==> src/rtl/brres_pkg.sv <==
package brres_pkg;
  timeunit 1ns; timeprecision 1ps;

  localparam int HALF_W = 16;
  localparam int OP_W   = 5;

  typedef enum logic [2:0] {
    K_OTHER,
    K_BCOND,
    K_BRA,
    K_HOLE,
    K_LPRE,
    K_LSUF
  } kind_e;

  localparam logic [OP_W-1:0] OP_BRA  = 5'd28;
  localparam logic [OP_W-1:0] OP_HOLE = 5'd29;
  localparam logic [OP_W-1:0] OP_LPRE = 5'd30;
  localparam logic [OP_W-1:0] OP_LSUF = 5'd31;
  localparam logic [3:0]      HI_BCOND = 4'hD;
  localparam logic [3:0]      CC_UNDEF = 4'hE;
  localparam logic [3:0]      CC_SVC   = 4'hF;

  function automatic kind_e classify(input logic [HALF_W-1:0] h);
    kind_e k;
    if (h[15:12] == HI_BCOND)              k = K_BCOND;
    else if (h[15:11] == OP_BRA)           k = K_BRA;
    else if (h[15:11] == OP_HOLE)          k = K_HOLE;
    else if (h[15:11] == OP_LPRE)          k = K_LPRE;
    else if (h[15:11] == OP_LSUF)          k = K_LSUF;
    else                                   k = K_OTHER;
    return k;
  endfunction
endpackage

==> src/rtl/brres_halfsel.sv <==
module brres_halfsel
  import brres_pkg::*;
(
  input  logic [2*HALF_W-1:0] fetch_word,
  input  logic                big_endian,
  output logic [HALF_W-1:0]   cur_half,
  output logic [HALF_W-1:0]   nxt_half
);
  timeunit 1ns; timeprecision 1ps;

  logic [HALF_W-1:0] upper, lower;
  assign upper = fetch_word[2*HALF_W-1:HALF_W];
  assign lower = fetch_word[HALF_W-1:0];

  always_comb begin
    if (big_endian) begin
      cur_half = upper;
      nxt_half = lower;
    end else begin
      cur_half = lower;
      nxt_half = upper;
    end
  end
endmodule

==> src/rtl/brres_cond.sv <==
module brres_cond (
  input  logic [3:0] code,
  input  logic       fn,
  input  logic       fz,
  input  logic       fc,
  input  logic       fv,
  output logic       pass
);
  timeunit 1ns; timeprecision 1ps;

  localparam int NCODE = 16;
  localparam int NPAIR = 7;

  logic [NCODE-1:0] hit;
  logic             nv_same;

  assign nv_same = (fn == fv);

  always_comb begin
    hit[0]  = fz;
    hit[1]  = ~fz;
    hit[2]  = fc;
    hit[3]  = ~fc;
    hit[4]  = fn;
    hit[5]  = ~fn;
    hit[6]  = fv;
    hit[7]  = ~fv;
    hit[8]  = fc & ~fz;
    hit[9]  = ~fc | fz;
    hit[10] = nv_same;
    hit[11] = ~nv_same;
    hit[12] = ~fz & nv_same;
    hit[13] = fz | ~nv_same;
    hit[14] = 1'b0;
    hit[15] = 1'b0;
  end

  assign pass = hit[code];

  // each even/odd condition pair tests opposite outcomes
  for (genvar k = 0; k < NPAIR; k++) begin : g_pair
    always_comb begin
      a_r2_pair_complement: assert (hit[2*k] != hit[2*k+1])
        else $error("condition pair %0d not complementary", k);
    end
  end
endmodule

==> src/rtl/brres_decode.sv <==
module brres_decode
  import brres_pkg::*;
#(
  parameter int ADDR_W = 32
) (
  input  logic [HALF_W-1:0] cur_half,
  input  logic [HALF_W-1:0] nxt_half,
  input  logic [ADDR_W-1:0] pc,
  input  logic [ADDR_W-1:0] link_in,
  input  logic              fn,
  input  logic              fz,
  input  logic              fc,
  input  logic              fv,
  output logic              taken,
  output logic              undef,
  output logic              link_we,
  output logic [ADDR_W-1:0] next_pc,
  output logic [ADDR_W-1:0] link_out
);
  timeunit 1ns; timeprecision 1ps;

  localparam int D8_W  = 8;
  localparam int D11_W = 11;
  localparam int HI_SH = 12;
  localparam int EXT8  = ADDR_W - D8_W - 1;
  localparam int EXT11 = ADDR_W - D11_W - 1;
  localparam int EXTHI = ADDR_W - D11_W - HI_SH;

  kind_e             kind;
  logic              cond_ok;
  logic              fuse;
  logic [3:0]        code;
  logic [ADDR_W-1:0] pc_p2, pc_p4;
  logic [ADDR_W-1:0] disp8, disp11, upper_part, low_cur, low_nxt;
  logic [ADDR_W-1:0] pre_link;

  assign kind  = classify(cur_half);
  assign code  = cur_half[11:8];
  assign fuse  = (nxt_half[15:11] == OP_LSUF);
  assign pc_p2 = pc + ADDR_W'(2);
  assign pc_p4 = pc + ADDR_W'(4);

  assign disp8      = {{EXT8{cur_half[7]}}, cur_half[7:0], 1'b0};
  assign disp11     = {{EXT11{cur_half[10]}}, cur_half[10:0], 1'b0};
  assign upper_part = {{EXTHI{cur_half[10]}}, cur_half[10:0], {HI_SH{1'b0}}};
  assign low_cur    = {{EXT11{1'b0}}, cur_half[10:0], 1'b0};
  assign low_nxt    = {{EXT11{1'b0}}, nxt_half[10:0], 1'b0};
  assign pre_link   = pc_p4 + upper_part;

  brres_cond u_cond (
    .code (code),
    .fn   (fn),
    .fz   (fz),
    .fc   (fc),
    .fv   (fv),
    .pass (cond_ok)
  );

  always_comb begin
    taken    = 1'b0;
    undef    = 1'b0;
    link_we  = 1'b0;
    next_pc  = pc_p2;
    link_out = link_in;
    unique case (kind)
      K_BCOND: begin
        if (code == CC_UNDEF) begin
          undef = 1'b1;
        end else if (code != CC_SVC && cond_ok) begin
          taken   = 1'b1;
          next_pc = pc_p4 + disp8;
        end
      end
      K_BRA: begin
        taken   = 1'b1;
        next_pc = pc_p4 + disp11;
      end
      K_HOLE: begin
        undef = 1'b1;
      end
      K_LPRE: begin
        link_we  = 1'b1;
        link_out = pre_link;
        if (fuse) begin
          taken    = 1'b1;
          next_pc  = pre_link + low_nxt;
          link_out = pc_p4 | ADDR_W'(1);
        end
      end
      K_LSUF: begin
        taken    = 1'b1;
        link_we  = 1'b1;
        next_pc  = link_in + low_cur;
        link_out = pc_p2 | ADDR_W'(1);
      end
      default: begin
      end
    endcase
  end

  // undefined encodings never redirect or write the link value
  always_comb begin
    a_r8_undef_quiet: assert (!(undef && (taken || link_we)))
      else $error("undefined encoding with side effect");
  end
endmodule

==> src/rtl/brres_top.sv <==
module brres_top
  import brres_pkg::*;
#(
  parameter int ADDR_W = 32
) (
  input  logic                clk,
  input  logic                rst_n,
  input  logic                in_valid,
  output logic                in_ready,
  input  logic [2*HALF_W-1:0] fetch_word,
  input  logic                big_endian,
  input  logic [ADDR_W-1:0]   pc,
  input  logic                flag_n,
  input  logic                flag_z,
  input  logic                flag_c,
  input  logic                flag_v,
  input  logic [ADDR_W-1:0]   link_in,
  output logic                out_valid,
  input  logic                out_ready,
  output logic                taken,
  output logic [ADDR_W-1:0]   next_pc,
  output logic [ADDR_W-1:0]   link_out,
  output logic                link_we,
  output logic                flush,
  output logic                undef
);
  timeunit 1ns; timeprecision 1ps;

  logic [HALF_W-1:0] cur_half, nxt_half;
  logic              d_taken, d_undef, d_lwe;
  logic [ADDR_W-1:0] d_npc, d_link;
  logic              accept;

  logic              v_q, tk_q, fl_q, lw_q, ud_q;
  logic [ADDR_W-1:0] npc_q, lnk_q;

  brres_halfsel u_sel (
    .fetch_word (fetch_word),
    .big_endian (big_endian),
    .cur_half   (cur_half),
    .nxt_half   (nxt_half)
  );

  brres_decode #(.ADDR_W(ADDR_W)) u_dec (
    .cur_half (cur_half),
    .nxt_half (nxt_half),
    .pc       (pc),
    .link_in  (link_in),
    .fn       (flag_n),
    .fz       (flag_z),
    .fc       (flag_c),
    .fv       (flag_v),
    .taken    (d_taken),
    .undef    (d_undef),
    .link_we  (d_lwe),
    .next_pc  (d_npc),
    .link_out (d_link)
  );

  assign in_ready = !v_q || out_ready;
  assign accept   = in_valid && in_ready;

  always_ff @(posedge clk) begin
    if (!rst_n) begin
      v_q   <= 1'b0;
      tk_q  <= 1'b0;
      fl_q  <= 1'b0;
      lw_q  <= 1'b0;
      ud_q  <= 1'b0;
      npc_q <= '0;
      lnk_q <= '0;
    end else if (accept) begin
      v_q   <= 1'b1;
      tk_q  <= d_taken;
      fl_q  <= d_taken;
      lw_q  <= d_lwe;
      ud_q  <= d_undef;
      npc_q <= d_npc;
      lnk_q <= d_link;
    end else if (out_ready) begin
      v_q  <= 1'b0;
      tk_q <= 1'b0;
      fl_q <= 1'b0;
      lw_q <= 1'b0;
      ud_q <= 1'b0;
    end
  end

  assign out_valid = v_q;
  assign taken     = tk_q;
  assign flush     = fl_q;
  assign link_we   = lw_q;
  assign undef     = ud_q;
  assign next_pc   = npc_q;
  assign link_out  = lnk_q;

  // an accepted request yields a result on the next cycle
  a_r10_accept_latency: assert property (@(posedge clk) disable iff (!rst_n)
    accept |=> out_valid);

  // a stalled result holds every field
  a_r10_stall_hold: assert property (@(posedge clk) disable iff (!rst_n)
    (out_valid && !out_ready) |=> (out_valid && $stable(next_pc) &&
      $stable(link_out) && $stable(taken) && $stable(link_we) && $stable(undef)));

  // no side-effect flag while the output is empty
  a_r10_idle_quiet: assert property (@(posedge clk) disable iff (!rst_n)
    !out_valid |-> !(taken || flush || link_we || undef));

  // flush accompanies every taken result and nothing else
  a_r9_flush_match: assert property (@(posedge clk) disable iff (!rst_n)
    out_valid |-> (flush == taken));

  // registered undefined result carries no redirect
  a_r8_undef_registered: assert property (@(posedge clk) disable iff (!rst_n)
    undef |-> (!taken && !link_we));
endmodule

==> config.mk <==
export PLATFORM = sky130hd
export DESIGN_NAME = brres_top
export DESIGN_NICKNAME = d
export VERILOG_FILES = /design/src/rtl/brres_pkg.sv /design/src/rtl/brres_halfsel.sv /design/src/rtl/brres_cond.sv /design/src/rtl/brres_decode.sv /design/src/rtl/brres_top.sv
export SDC_FILE = /design/constraint.sdc
export NUM_CORES = 1
export LEC_CHECK = 0
export BUFFER_PORTS_ARGS = -buffer_cell sky130_fd_sc_hd__clkbuf_2
export CELL_PAD_IN_SITES_DETAIL_PLACEMENT = 1
export CELL_PAD_IN_SITES_GLOBAL_PLACEMENT = 1
export CORE_UTILIZATION = 46
export DETAILED_ROUTE_END_ITERATION = 6
export GPL_ROUTABILITY_DRIVEN = 0
export PLACE_DENSITY = 0.86
export SYNTH_ARGS = -nofsm -noshare
export SYNTH_HDL_FRONTEND = slang
export SYNTH_SLANG_ARGS = --single-unit
==> constraint.sdc <==
create_clock -name clk -period 11.1 [get_ports clk]
set_input_delay 2.22 -clock clk [delete_from_list [all_inputs] [get_ports clk]]
set_output_delay 2.22 -clock clk [all_outputs]
set_load 0.005 [all_outputs]
==> impl_results.md <==
- Die width: 155 um
- Worst setup path class: in2reg
- Power Density: 110 nW/um^2
- VDD IR max: 0.0628 mV
- All-Layer GR Usage: 0.395
- Port Buffers: 174
- Failing checks: DRC
- ANT nets after route: 0
- Via/cell ratio: 6.87
- Worst min path class: reg2reg
- Post-CTS resize count: 0
- Clock period minus worst slack: 7.32 ns
- First-pass GRT wire length: 73200 um
- Final Cell Area: 12100 sq um
- Crit Path Max Fanout: 7
- Worst Max-Slew Pin Slew: 1.13 ns
- TritonCTS clock tree: yes
- Fmax: 137 MHz
- Synth-to-Final Area Change: 12.4%
- Total negative slack: 0 ns
- Outcome: complete, but fails checks
- Max cap viols: 0
- # rows: 55
- Share of cells above drive strength 1: 0.164
- Unrepaired setup endpoints after global routing: false
- Post-synth EDFFs: 0
- Clk Latency, worst-skew pair: 0.35 ns
- Critical Path Sink Type: flop
- Post-CTS setup buffers: 0
- Final Cycle Share: 0.659
- Via Count: 13200
- Total power: 1.33 mW
- Post-layout util: 0.531
- Top FF cell, synth: dfxtp_1
- DP Area: 11700 sq um
- Number of global-route vias before repair: 12600
- Initial antenna violation count: 2
- Synth top area share: 0.127
- Most frequent cells in the layout: 174 x clkbuf_2, 144 x nor2_1, 130 x nand2_1
- Synth async-reset ratio: 0
- FF+latch count, synth: 68
- Clock Pin Slew Worst Setup and Hold Paths: 0.07 ns
- Avg Inst Size Synth: 7.27 sq um
- Critical Path AT: 7.55 ns
- Final nets: 1792
- Starting density of the core: 0.472
- Leak: 4.98 nW
- Bufs on Longest Clock Path: 2
- Die Ht: 155 um
- Post-Syn Area: 10800 sq um
- First drt pass iteration count: 7
- Die area: 24000 sq um
- Commonest non-fill, non-tap cell in the layout: clkbuf_2
- DR WL/cell: 25.3 um
- Core area: 22800 sq um
- Yosys top cell by area: dfxtp_1
- Worst path required time: 11.33 ns
- Clock sink total: 68
- Synth area leaders: dfxtp_1 13%, ha_1 9.9%, xnor2_1 7.6%, xor2_1 6.7%, o21ai_0 5.7%
- Root buf cell: clkbuf_16
- Synth Warn #: 0
- Dpl hpwl: 37800 um
- Final Max Slew Viols: 0
- DRC viols: 2
- Drt total wl: 48500 um
- Total grt overflow: 0
- Yosys cell types: 95
- # diodes: 0
- Number of DRC markers in iteration 0: 1694
- Final hold violations: 0
- Startpoint Class: input pin
- Largest net degree at the start of global routing: 89
- IO Pins: 175
- Final setup vio count: 0
- Clock Skew: 0.0154 ns
- Total CTS buffers: 9
- FILL cells: 2954
- Sequential share of the synthesized area: 0.127
- Hold Buf Count CTS: 0
- Synthesized instance count: 1480
- Slew HR: 0.228
- Syn Nets: 1674
- H-tree Lvls: 3
-- worst max-delay path: stages --
cell	delay [ns]
clkbuf_2	0.20
ha_1	0.30
nand2_1	0.20
nor2_1	0.23
and4_1	0.37
and4_1	0.34
nand2_1	0.14
xnor2_1	0.40
ha_1	0.36
a2111oi_0	0.45
o21ai_1	0.15
a221oi_2	0.52
nand4_1	0.19
or3_1	0.39
nor3_2	0.36
nand4bb_1	0.23
o21ai_0	0.23
o31a_1	0.17
a21oi_1	0.07
-- cell usage after synthesis, types with 19 or more instances --
library cell	instances
dfxtp_1	68
xor2_1	82
a21oi_1	119
ha_1	85
mux2_2	20
a31oi_1	19
nor3_1	35
clkbuf_1	48
a21o_1	39
a211oi_1	33
nand2_1	131
a221oi_1	29
nand4_1	23
o21ai_0	122
inv_1	26
nand3_1	50
nor2_1	145
o211ai_1	25
xnor2_1	93
-- cell families after synthesis --
kind of cell / share of synthesized area
xor gates and xnor gates: 0.144
and+or+nand+nor: 0.222
AOI/OAI and AO/OA: 0.321
muxes: 0.0336
adders and majority gates: 0.106
buffers and inverters: 0.0469
DFF: 0.127
-- layer usage --
layer	vias to the layer above	track usage	routed length (um)
met3	184	0.0875	5760
met2	877	0.595	20200
li1	5773	-	-
met5	-	0.0124	23
met4	4	0.152	2130
met1	6334	0.544	20400
-- where the power goes --
part	leakage, nW	total (mW)	internal, mW	switching, mW
clock	0.176	0.358	0.233	0.125
combinational	4.24	0.694	0.246	0.448
sequential	0.564	0.277	0.264	0.0127
total	4.98	1.33	0.743	0.586
-- cell type report --
cell class	count	area, sq um	share of cell area
inverter	27	101	0.00838
sequential	68	1360	0.113
clock buffer	11	253	0.0209
timing repair buffer	186	961	0.0794
multi-input combinational	1306	8920	0.737
clock inverter	5	108	0.00890
tap	313	392	0.0324
-- registers in the layout (all words and copies together) (netlist names) --
signal     count
link_out      32
next_pc       32
flush          1
link_we        1
out_valid      1
undef          1
-- final timing paths --
path | startpoint | endpoint | slack (ns) | cells after the start
min reg2reg | link_out[2]$_SDFFE_PN0P_ | link_out[2]$_SDFFE_PN0P_ | 0.47 | 2
max | pc[2] | next_pc[31]$_SDFFE_PN0P_ | 3.78 | 19
min | link_out[2]$_SDFFE_PN0P_ | link_out[2]$_SDFFE_PN0P_ | 0.47 | 2
max reg2reg | out_valid$_SDFFE_PN0P_ | next_pc[18]$_SDFFE_PN0P_ | 8.65 | 6
-- through the flow --
stage	hold slack (ns)	setup WS (ns)	instances
CTS	0.470	3.92	1916
global placement	0.442	3.89	1900
global route	0.511	3.39	1916
detailed placement	0.462	3.59	1900
floorplan	0.453	4.58	1480
finish	0.469	3.78	1916
(Power assumes the default switching activity.)
